[config.mk]
export PLATFORM = sky130hd
export DESIGN_NAME = sealed_msg_tx
export DESIGN_NICKNAME = d
export VERILOG_FILES = /design/src/rtl/seal_pkg.sv /design/src/rtl/seal_nonce_ctr.sv /design/src/rtl/seal_tea_core.sv /design/src/rtl/seal_byte_ser.sv /design/src/rtl/sealed_msg_tx.sv
export SDC_FILE = /design/constraint.sdc
export NUM_CORES = 1
export LEC_CHECK = 0
export CAP_MARGIN = 10
export CORE_ASPECT_RATIO = 0.5
export CORE_MARGIN = 5
export CORE_UTILIZATION = 60
export CTS_BUF_LIST = sky130_fd_sc_hd__clkbuf_8
export DETAILED_ROUTE_END_ITERATION = 8
export GPL_TIMING_DRIVEN = 0
export PLACE_DENSITY = 0.74
export SYNTH_ARGS = -nofsm -noshare
export SYNTH_HDL_FRONTEND = slang
export SYNTH_SLANG_ARGS = --single-unit
[constraint.sdc]
create_clock -name clk -period 9.6 [get_ports clk]
set_input_delay 2.88 -clock clk [delete_from_list [all_inputs] [get_ports clk]]
set_output_delay 2.88 -clock clk [all_outputs]
set_load 0.005 [all_outputs]
[src/rtl/seal_pkg.sv]
package seal_pkg;

  localparam int BLK_W     = 64;
  localparam int HALF_W    = BLK_W / 2;
  localparam int KEY_W     = 128;
  localparam int NONCE_W   = 32;
  localparam int PAY_W     = 14;
  localparam int HDR_W     = 8;
  localparam int BYTE_W    = 8;
  localparam int PAD_PLAIN = BLK_W - NONCE_W - PAY_W;
  localparam int PAD_AUTH  = BLK_W - HDR_W - NONCE_W - PAY_W;
  localparam int FRAME_BYTES = (HDR_W + NONCE_W + BLK_W) / BYTE_W;
  localparam logic [HALF_W-1:0] TEA_DELTA = 32'h9E37_79B9;

  typedef enum logic [1:0] {
    ST_IDLE = 2'd0,
    ST_CIPH = 2'd1,
    ST_SEND = 2'd2
  } tx_state_e;

  // nonce | zeros | payload
  function automatic logic [BLK_W-1:0] pack_plain(
    input logic [NONCE_W-1:0] n,
    input logic [PAY_W-1:0]   p
  );
    return {n, {PAD_PLAIN{1'b0}}, p};
  endfunction

  // header | nonce | zeros | payload
  function automatic logic [BLK_W-1:0] pack_auth(
    input logic [HDR_W-1:0]   h,
    input logic [NONCE_W-1:0] n,
    input logic [PAY_W-1:0]   p
  );
    return {h, n, {PAD_AUTH{1'b0}}, p};
  endfunction

  // One full TEA round: both Feistel halves, using the already advanced sum.
  function automatic logic [BLK_W-1:0] tea_step(
    input logic [BLK_W-1:0]  v,
    input logic [HALF_W-1:0] s,
    input logic [KEY_W-1:0]  k
  );
    logic [HALF_W-1:0] lo_h, hi_h;
    hi_h = v[BLK_W-1:HALF_W];
    lo_h = v[HALF_W-1:0];
    hi_h = hi_h + (((lo_h << 4) + k[127:96]) ^ (lo_h + s) ^ ((lo_h >> 5) + k[95:64]));
    lo_h = lo_h + (((hi_h << 4) + k[63:32])  ^ (hi_h + s) ^ ((hi_h >> 5) + k[31:0]));
    return {hi_h, lo_h};
  endfunction

endpackage

[src/rtl/seal_nonce_ctr.sv]
module seal_nonce_ctr #(
  parameter int               W    = 32,
  parameter logic [W-1:0]     INIT = '0
) (
  input  logic         clk,
  input  logic         rst_n,
  input  logic         step,
  output logic [W-1:0] value
);

  logic [W-1:0] value_q;

  always_ff @(posedge clk or negedge rst_n) begin
    if (!rst_n) begin
      value_q <= INIT;
    end else if (step) begin
      value_q <= value_q + W'(1);
    end
  end

  assign value = value_q;

endmodule

[src/rtl/seal_tea_core.sv]
module seal_tea_core
  import seal_pkg::*;
#(
  parameter int               ROUNDS = 32,
  parameter logic [KEY_W-1:0] KEY    = '0
) (
  input  logic             clk,
  input  logic             rst_n,
  input  logic             load,
  input  logic [BLK_W-1:0] blk_in,
  output logic [BLK_W-1:0] blk_out,
  output logic             fin
);

  localparam int CW = (ROUNDS > 1) ? $clog2(ROUNDS) : 1;
  localparam logic [CW-1:0] LAST_RND = CW'(ROUNDS - 1);

  logic [BLK_W-1:0]  v_q;
  logic [HALF_W-1:0] sum_q;
  logic [HALF_W-1:0] sum_nxt;
  logic [CW-1:0]     cnt_q;
  logic              run_q;
  logic              fin_q;
  logic              round_last;

  assign sum_nxt    = sum_q + TEA_DELTA;
  assign round_last = run_q && (cnt_q == LAST_RND);

  always_ff @(posedge clk or negedge rst_n) begin
    if (!rst_n) begin
      v_q   <= '0;
      sum_q <= '0;
      cnt_q <= '0;
      run_q <= 1'b0;
      fin_q <= 1'b0;
    end else begin
      fin_q <= round_last;
      if (load) begin
        v_q   <= blk_in;
        sum_q <= '0;
        cnt_q <= '0;
        run_q <= 1'b1;
      end else if (run_q) begin
        v_q   <= tea_step(v_q, sum_nxt, KEY);
        sum_q <= sum_nxt;
        cnt_q <= cnt_q + CW'(1);
        if (round_last) begin
          run_q <= 1'b0;
        end
      end
    end
  end

  assign blk_out = v_q;
  assign fin     = fin_q;

endmodule

[src/rtl/seal_byte_ser.sv]
module seal_byte_ser
  import seal_pkg::*;
#(
  parameter int NBYTES = 13
) (
  input  logic                     clk,
  input  logic                     rst_n,
  input  logic                     go,
  input  logic [NBYTES*BYTE_W-1:0] frame,
  input  logic                     out_ready,
  output logic                     out_valid,
  output logic [BYTE_W-1:0]        out_data,
  output logic                     fire,
  output logic                     last_fire
);

  localparam int IW = (NBYTES > 1) ? $clog2(NBYTES) : 1;
  localparam logic [IW-1:0] LAST_IDX = IW'(NBYTES - 1);

  logic [BYTE_W-1:0] lane [NBYTES];
  logic [IW-1:0]     idx_q;
  logic              act_q;

  // Byte 0 is the most significant byte of the frame vector.
  for (genvar g = 0; g < NBYTES; g++) begin : g_lane
    assign lane[g] = frame[(NBYTES-1-g)*BYTE_W +: BYTE_W];
  end

  assign fire      = act_q && out_ready;
  assign last_fire = fire && (idx_q == LAST_IDX);

  always_ff @(posedge clk or negedge rst_n) begin
    if (!rst_n) begin
      idx_q <= '0;
      act_q <= 1'b0;
    end else if (go) begin
      idx_q <= '0;
      act_q <= 1'b1;
    end else if (fire) begin
      idx_q <= idx_q + IW'(1);
      if (last_fire) begin
        act_q <= 1'b0;
      end
    end
  end

  assign out_valid = act_q;
  assign out_data  = lane[idx_q];

endmodule

[src/rtl/sealed_msg_tx.sv]
module sealed_msg_tx
  import seal_pkg::*;
#(
  parameter int                 ROUNDS     = 32,
  parameter logic [KEY_W-1:0]   KEY        = 128'h0F1E_2D3C_4B5A_6978_8796_A5B4_C3D2_E1F0,
  parameter bit                 HDR_AUTH   = 1'b0,
  parameter logic [NONCE_W-1:0] NONCE_INIT = '0
) (
  input  logic              clk,
  input  logic              rst_n,
  input  logic              start,
  input  logic [HDR_W-1:0]  hdr,
  input  logic [PAY_W-1:0]  payload,
  output logic              busy,
  output logic              out_valid,
  output logic [BYTE_W-1:0] out_data,
  input  logic              out_ready,
  output logic              done
);

  localparam int FRAME_W = FRAME_BYTES * BYTE_W;

  tx_state_e            state_q;
  logic                 accept;
  logic                 cipher_fin;
  logic                 ser_go;
  logic                 byte_fire;
  logic                 frame_last;
  logic                 done_q;
  logic [NONCE_W-1:0]   nonce_val;
  logic [HDR_W-1:0]     hdr_q;
  logic [BLK_W-1:0]     plain_blk;
  logic [BLK_W-1:0]     cipher_blk;
  logic [FRAME_W-1:0]   frame_vec;

  assign accept = start && (state_q == ST_IDLE);
  assign ser_go = cipher_fin && (state_q == ST_CIPH);

  if (HDR_AUTH) begin : g_blk_auth
    assign plain_blk = pack_auth(hdr, nonce_val, payload);
  end else begin : g_blk_plain
    assign plain_blk = pack_plain(nonce_val, payload);
  end

  assign frame_vec = {hdr_q, nonce_val, cipher_blk};

  seal_nonce_ctr #(
    .W    (NONCE_W),
    .INIT (NONCE_INIT)
  ) u_nonce (
    .clk   (clk),
    .rst_n (rst_n),
    .step  (frame_last),
    .value (nonce_val)
  );

  seal_tea_core #(
    .ROUNDS (ROUNDS),
    .KEY    (KEY)
  ) u_tea (
    .clk     (clk),
    .rst_n   (rst_n),
    .load    (accept),
    .blk_in  (plain_blk),
    .blk_out (cipher_blk),
    .fin     (cipher_fin)
  );

  seal_byte_ser #(
    .NBYTES (FRAME_BYTES)
  ) u_ser (
    .clk       (clk),
    .rst_n     (rst_n),
    .go        (ser_go),
    .frame     (frame_vec),
    .out_ready (out_ready),
    .out_valid (out_valid),
    .out_data  (out_data),
    .fire      (byte_fire),
    .last_fire (frame_last)
  );

  always_ff @(posedge clk or negedge rst_n) begin
    if (!rst_n) begin
      state_q <= ST_IDLE;
      hdr_q   <= '0;
      done_q  <= 1'b0;
    end else begin
      done_q <= frame_last;
      unique case (state_q)
        ST_IDLE: if (accept) begin
          state_q <= ST_CIPH;
          hdr_q   <= hdr;
        end
        ST_CIPH: if (cipher_fin) state_q <= ST_SEND;
        ST_SEND: if (frame_last) state_q <= ST_IDLE;
        default: state_q <= ST_IDLE;
      endcase
    end
  end

  assign busy = (state_q != ST_IDLE);
  assign done = done_q;

endmodule

==> flow_results.org <==
** Run status
- Status :: finished clean

** Layout
- Footprint of the multi-input gates :: about 13000 sq um
- Registers take 3780 sq um.
- Fraction of layout cells with a size suffix above 1 :: 10.6%
- The filler cells instantiated in the layout total around 2300.
- Final Util :: 69.0%
- Number of antenna repair diodes :: 0
- Compared with the post-synthesis result, the final layout area differs by 12.4%.
- Leaving out filler cells and counting taps, the final layout contains 2527.
- Final net count :: 2305

** Placement
- Number of placed instances with taps included :: ~2500
- Final weighted congestion of routability-driven global placement :: 1.00
- Post-detailed-placement half-perimeter wirelength :: around 46 mm
- Port buffer count :: 36

** Floorplan
- After floorplanning, the core was sized to cover approximately 28000 sq um.
- In this run the core area contains 43 standard-cell rows.
- The die covers 32300 sq um.
- In this run the horizontal extent of the chip is 249 um.
- Initial core utilization :: approximately three fifths
- The floorplan step set the die height to roughly 130 um.
- Number of placed I/O pins :: 37

** Synthesis
- Post-synth net total :: 2217
- sky130_fd_sc_hd__xnor2_1 is the most common cell in the netlist.
- The largest total area in the synthesized netlist belongs to sky130_fd_sc_hd__dfrtp_1.
- After synthesis, the mean cell area works out to 8.39 sq um.
- For this run, the leading register cell type out of synthesis is sky130_fd_sc_hd__dfrtp_1.
- Share of flip-flops with an asynchronous set or reset after synthesis :: 100%
- Part of the Yosys area used for sequential elements :: 22.0%
- The netlist uses 100 different library cells.
- After synthesis, the cell types taking the most area are sky130_fd_sc_hd__dfrtp_1, sky130_fd_sc_hd__xnor2_1, sky130_fd_sc_hd__ha_1.
- The cell count after synthesis came out at 2044.
- Summing every instance area after synthesis gives 17100 sq um.
- Area share of the largest cell type after synthesis :: 22.0%
- Counting instances in the post-synthesis netlist gives the leading cell types as sky130_fd_sc_hd__xnor2_1, sky130_fd_sc_hd__nand2_1, sky130_fd_sc_hd__nor2_1.
- Post-synth EDFFs :: 0
- Yosys printed 0 warnings.
- The synthesized design contains 151 register bits.

** Global routing
- The number of global-route vias before repair came to roughly 14000.
- The number of antenna violations at the first check in global routing is 0.
- The total overflow left after global routing is 0.
- Pin count of the biggest net entering global routing :: 81
- The first global-routing pass estimated 87.5 mm of wire.
- All-layer global routing usage :: 35.7%

** Routing
- The detail route stage leaves a number of antenna-violating nets equal to 0.
- For this block, the routed nets add up to 59.8 mm of wire.
- # DRC :: 0
- Dividing the detail-routed wire length by the instance count gives 23.6 um.
- Before antenna repair, the detailed router went through 6 iterations.
- Summing over every cut layer, the via total after detailed routing is 16300.
- For this block, the initial DRC count from the detailed router was 2268.
- Dividing the detail-routed via count by the number of cells gives approximately 6.4.

** STA
- The hold violation count in the final report was 0.
- At the pin with the least slew margin, the transition time is 1350 ps.
- Remaining max-slew budget at the tightest pin :: between 9 and 10%
- Worst hold slack :: between 400 and 500 ps
- Final setup violation count :: 0
- The clock period could shrink to 9400 ps.
- Worst Clk Skew :: 19.2 ps
- Maximum clock rate :: approximately 110 MHz
- The final critical path takes up between 90 and 100% of the cycle.
- The max-slew violation total from the final report was 0.

** Worst setup path
- Data arrives at the worst endpoint at 9770 ps.
- The cell that appears most often on the critical path is sky130_fd_sc_hd__xnor2_1.
- Reg-to-Reg Start :: u_tea.sum_q[1]
- In this design, the stage delay of the slowest critical-path cell is 460 ps.
- STA classifies the critical path startpoint as a flip-flop.
- CP Capture Type :: flip-flop
- At the worst endpoint, the required time is 9970 ps.
- Along the worst path, the maximum fanout reaches 9.
- The largest individual stage delay along the critical path comes from the cell sky130_fd_sc_hd__dfrtp_2.
- The most critical setup path has its startpoint at u_tea.sum_q[1].
- The worst setup path is of the reg -> reg kind.

** Clock network
- The number of hold buffers added after CTS was 0.
- The H-tree was split into 4 levels.
- The root buffer cell chosen for the clock tree is sky130_fd_sc_hd__clkbuf_8.
- Clock-pin slew was measured on the worst setup and hold paths at around 100 ps.
- CTS tree :: built
- Clock tree synthesis found a total of 151 sinks.
- At the later pin of the worst-skew pair, clock insertion delay measures roughly 530 ps.
- Number of CTS-inserted buffers :: 17
- Clock buffer depth :: 2

** Flow run
- Max-cap violations in this run came to 0.

** Hold path
- Worst min-delay path startpoint :: hdr_q[2]
- In this run the worst hold path is classified as reg -> reg.
## placed cells by master, fill, tap and decap left out, types with 8 or more instances in the layout
cell,count
sky130_fd_sc_hd__a211oi_1,10
sky130_fd_sc_hd__a21o_1,61
sky130_fd_sc_hd__a21oi_1,136
sky130_fd_sc_hd__a221oi_1,8
sky130_fd_sc_hd__a31oi_1,22
sky130_fd_sc_hd__and2_1,14
sky130_fd_sc_hd__and3_1,22
sky130_fd_sc_hd__buf_1,8
sky130_fd_sc_hd__buf_4,33
sky130_fd_sc_hd__clkbuf_1,67
sky130_fd_sc_hd__clkbuf_8,17
sky130_fd_sc_hd__clkdlybuf4s50_1,35
sky130_fd_sc_hd__dfrtp_1,149
sky130_fd_sc_hd__ha_1,128
sky130_fd_sc_hd__ha_4,9
sky130_fd_sc_hd__inv_1,59
sky130_fd_sc_hd__mux2i_1,44
sky130_fd_sc_hd__mux4_2,24
sky130_fd_sc_hd__nand2_1,223
sky130_fd_sc_hd__nand2b_1,17
sky130_fd_sc_hd__nand3_1,60
sky130_fd_sc_hd__nand4_1,8
sky130_fd_sc_hd__nor2_1,154
sky130_fd_sc_hd__nor2b_1,15
sky130_fd_sc_hd__nor3_1,34
sky130_fd_sc_hd__nor4_1,9
sky130_fd_sc_hd__o211ai_1,8
sky130_fd_sc_hd__o21a_1,17
sky130_fd_sc_hd__o21ai_0,102
sky130_fd_sc_hd__o21ai_1,10
sky130_fd_sc_hd__o21bai_1,20
sky130_fd_sc_hd__o22ai_1,8
sky130_fd_sc_hd__or3_1,8
sky130_fd_sc_hd__xnor2_1,297
sky130_fd_sc_hd__xor2_1,92
sky130_fd_sc_hd__xor2_2,8
## cell families after synthesis
group | synth area share, %
and+or+nand+nor | 16.5
AOI/OAI and AO/OA | 20.2
xor gates and xnor gates | 21.3
DFF | 22.0
buffers and inverters | 3.25
adders and majority gates | 10.9
muxes | 5.79
## worst paths after layout
kind                                endpoint  slack (ps)  cells past startpoint
min in group asynchronous  u_nonce.value[30]        2300                      1
max                        u_tea.blk_out[30]         200                     40
max reg2reg                u_tea.blk_out[30]         200                     40
max in group asynchronous  u_tea.blk_out[37]        6460                      2
min reg2reg                         hdr_q[2]         490                      2
min                                 hdr_q[2]         490                      2
## through the flow
stage	setup slack [ps]	instance area [sq um]	setup TNS, ps
2_1_floorplan	734	17100	0
3_3_place_gp	-1040	18000	-139160
3_5_place_dp	-1130	18000	-4040
4_1_cts	5.80	18700	0
5_1_grt	-86.2	19300	-96.3
6_report	199	19300	0
## registers in the layout, indices dropped and copies added, names as in the netlist
name             count
done                 1
hdr_q                8
state_q              2
u_nonce.value       32
u_ser.idx_q          4
u_ser.out_valid      1
u_tea.blk_out       64
u_tea.cnt_q          5
u_tea.fin            1
u_tea.run_q          1
u_tea.sum_q         32
## critical path: cells and delay by family (launching register included)
kind                     cells  cell delay, ps
AO/OA/AOI/OAI               19            4410
XOR/XNOR                    10            1760
adder cells (fa/ha/maj)      5            1650
buffers and inverters        1             190
flip-flops                   1             460
AND/OR/NAND/NOR              5             770
## final cells by class
type,instances,share of cell area (%)
clock buffer,17,1.21
sequential,151,19.6
multi-input combinational,1746,69.7
tap,382,2.48
buffer,79,1.56
clock inverter,15,0.811
timing repair buffer,70,3.32
inverter,67,1.34
## repair_timing
action                                  CTS  global route
resized for setup                        35            84
hold endpoints to repair                  0             0
buffers inserted                         11            22
pin swaps                                 8            43
endpoints found under the setup margin    7             9
## routing by layer
| layer | vias to the layer above | track usage (%) | part of all wire, % |
|---|---|---|---|
| met2 | 947 | 47.3 | 38 |
| met3 | 95 | 13.5 | 15 |
| met5 | - | 0 | 0 |
| met1 | 7799 | 54.1 | 44 |
| met4 | 0 | 9.06 | 2.3 |
| li1 | 7419 | - | - |
Power is left out: the tool's default activity adds up to more than one toggle a clock period on the data nets, which glitch-free logic cannot reach.
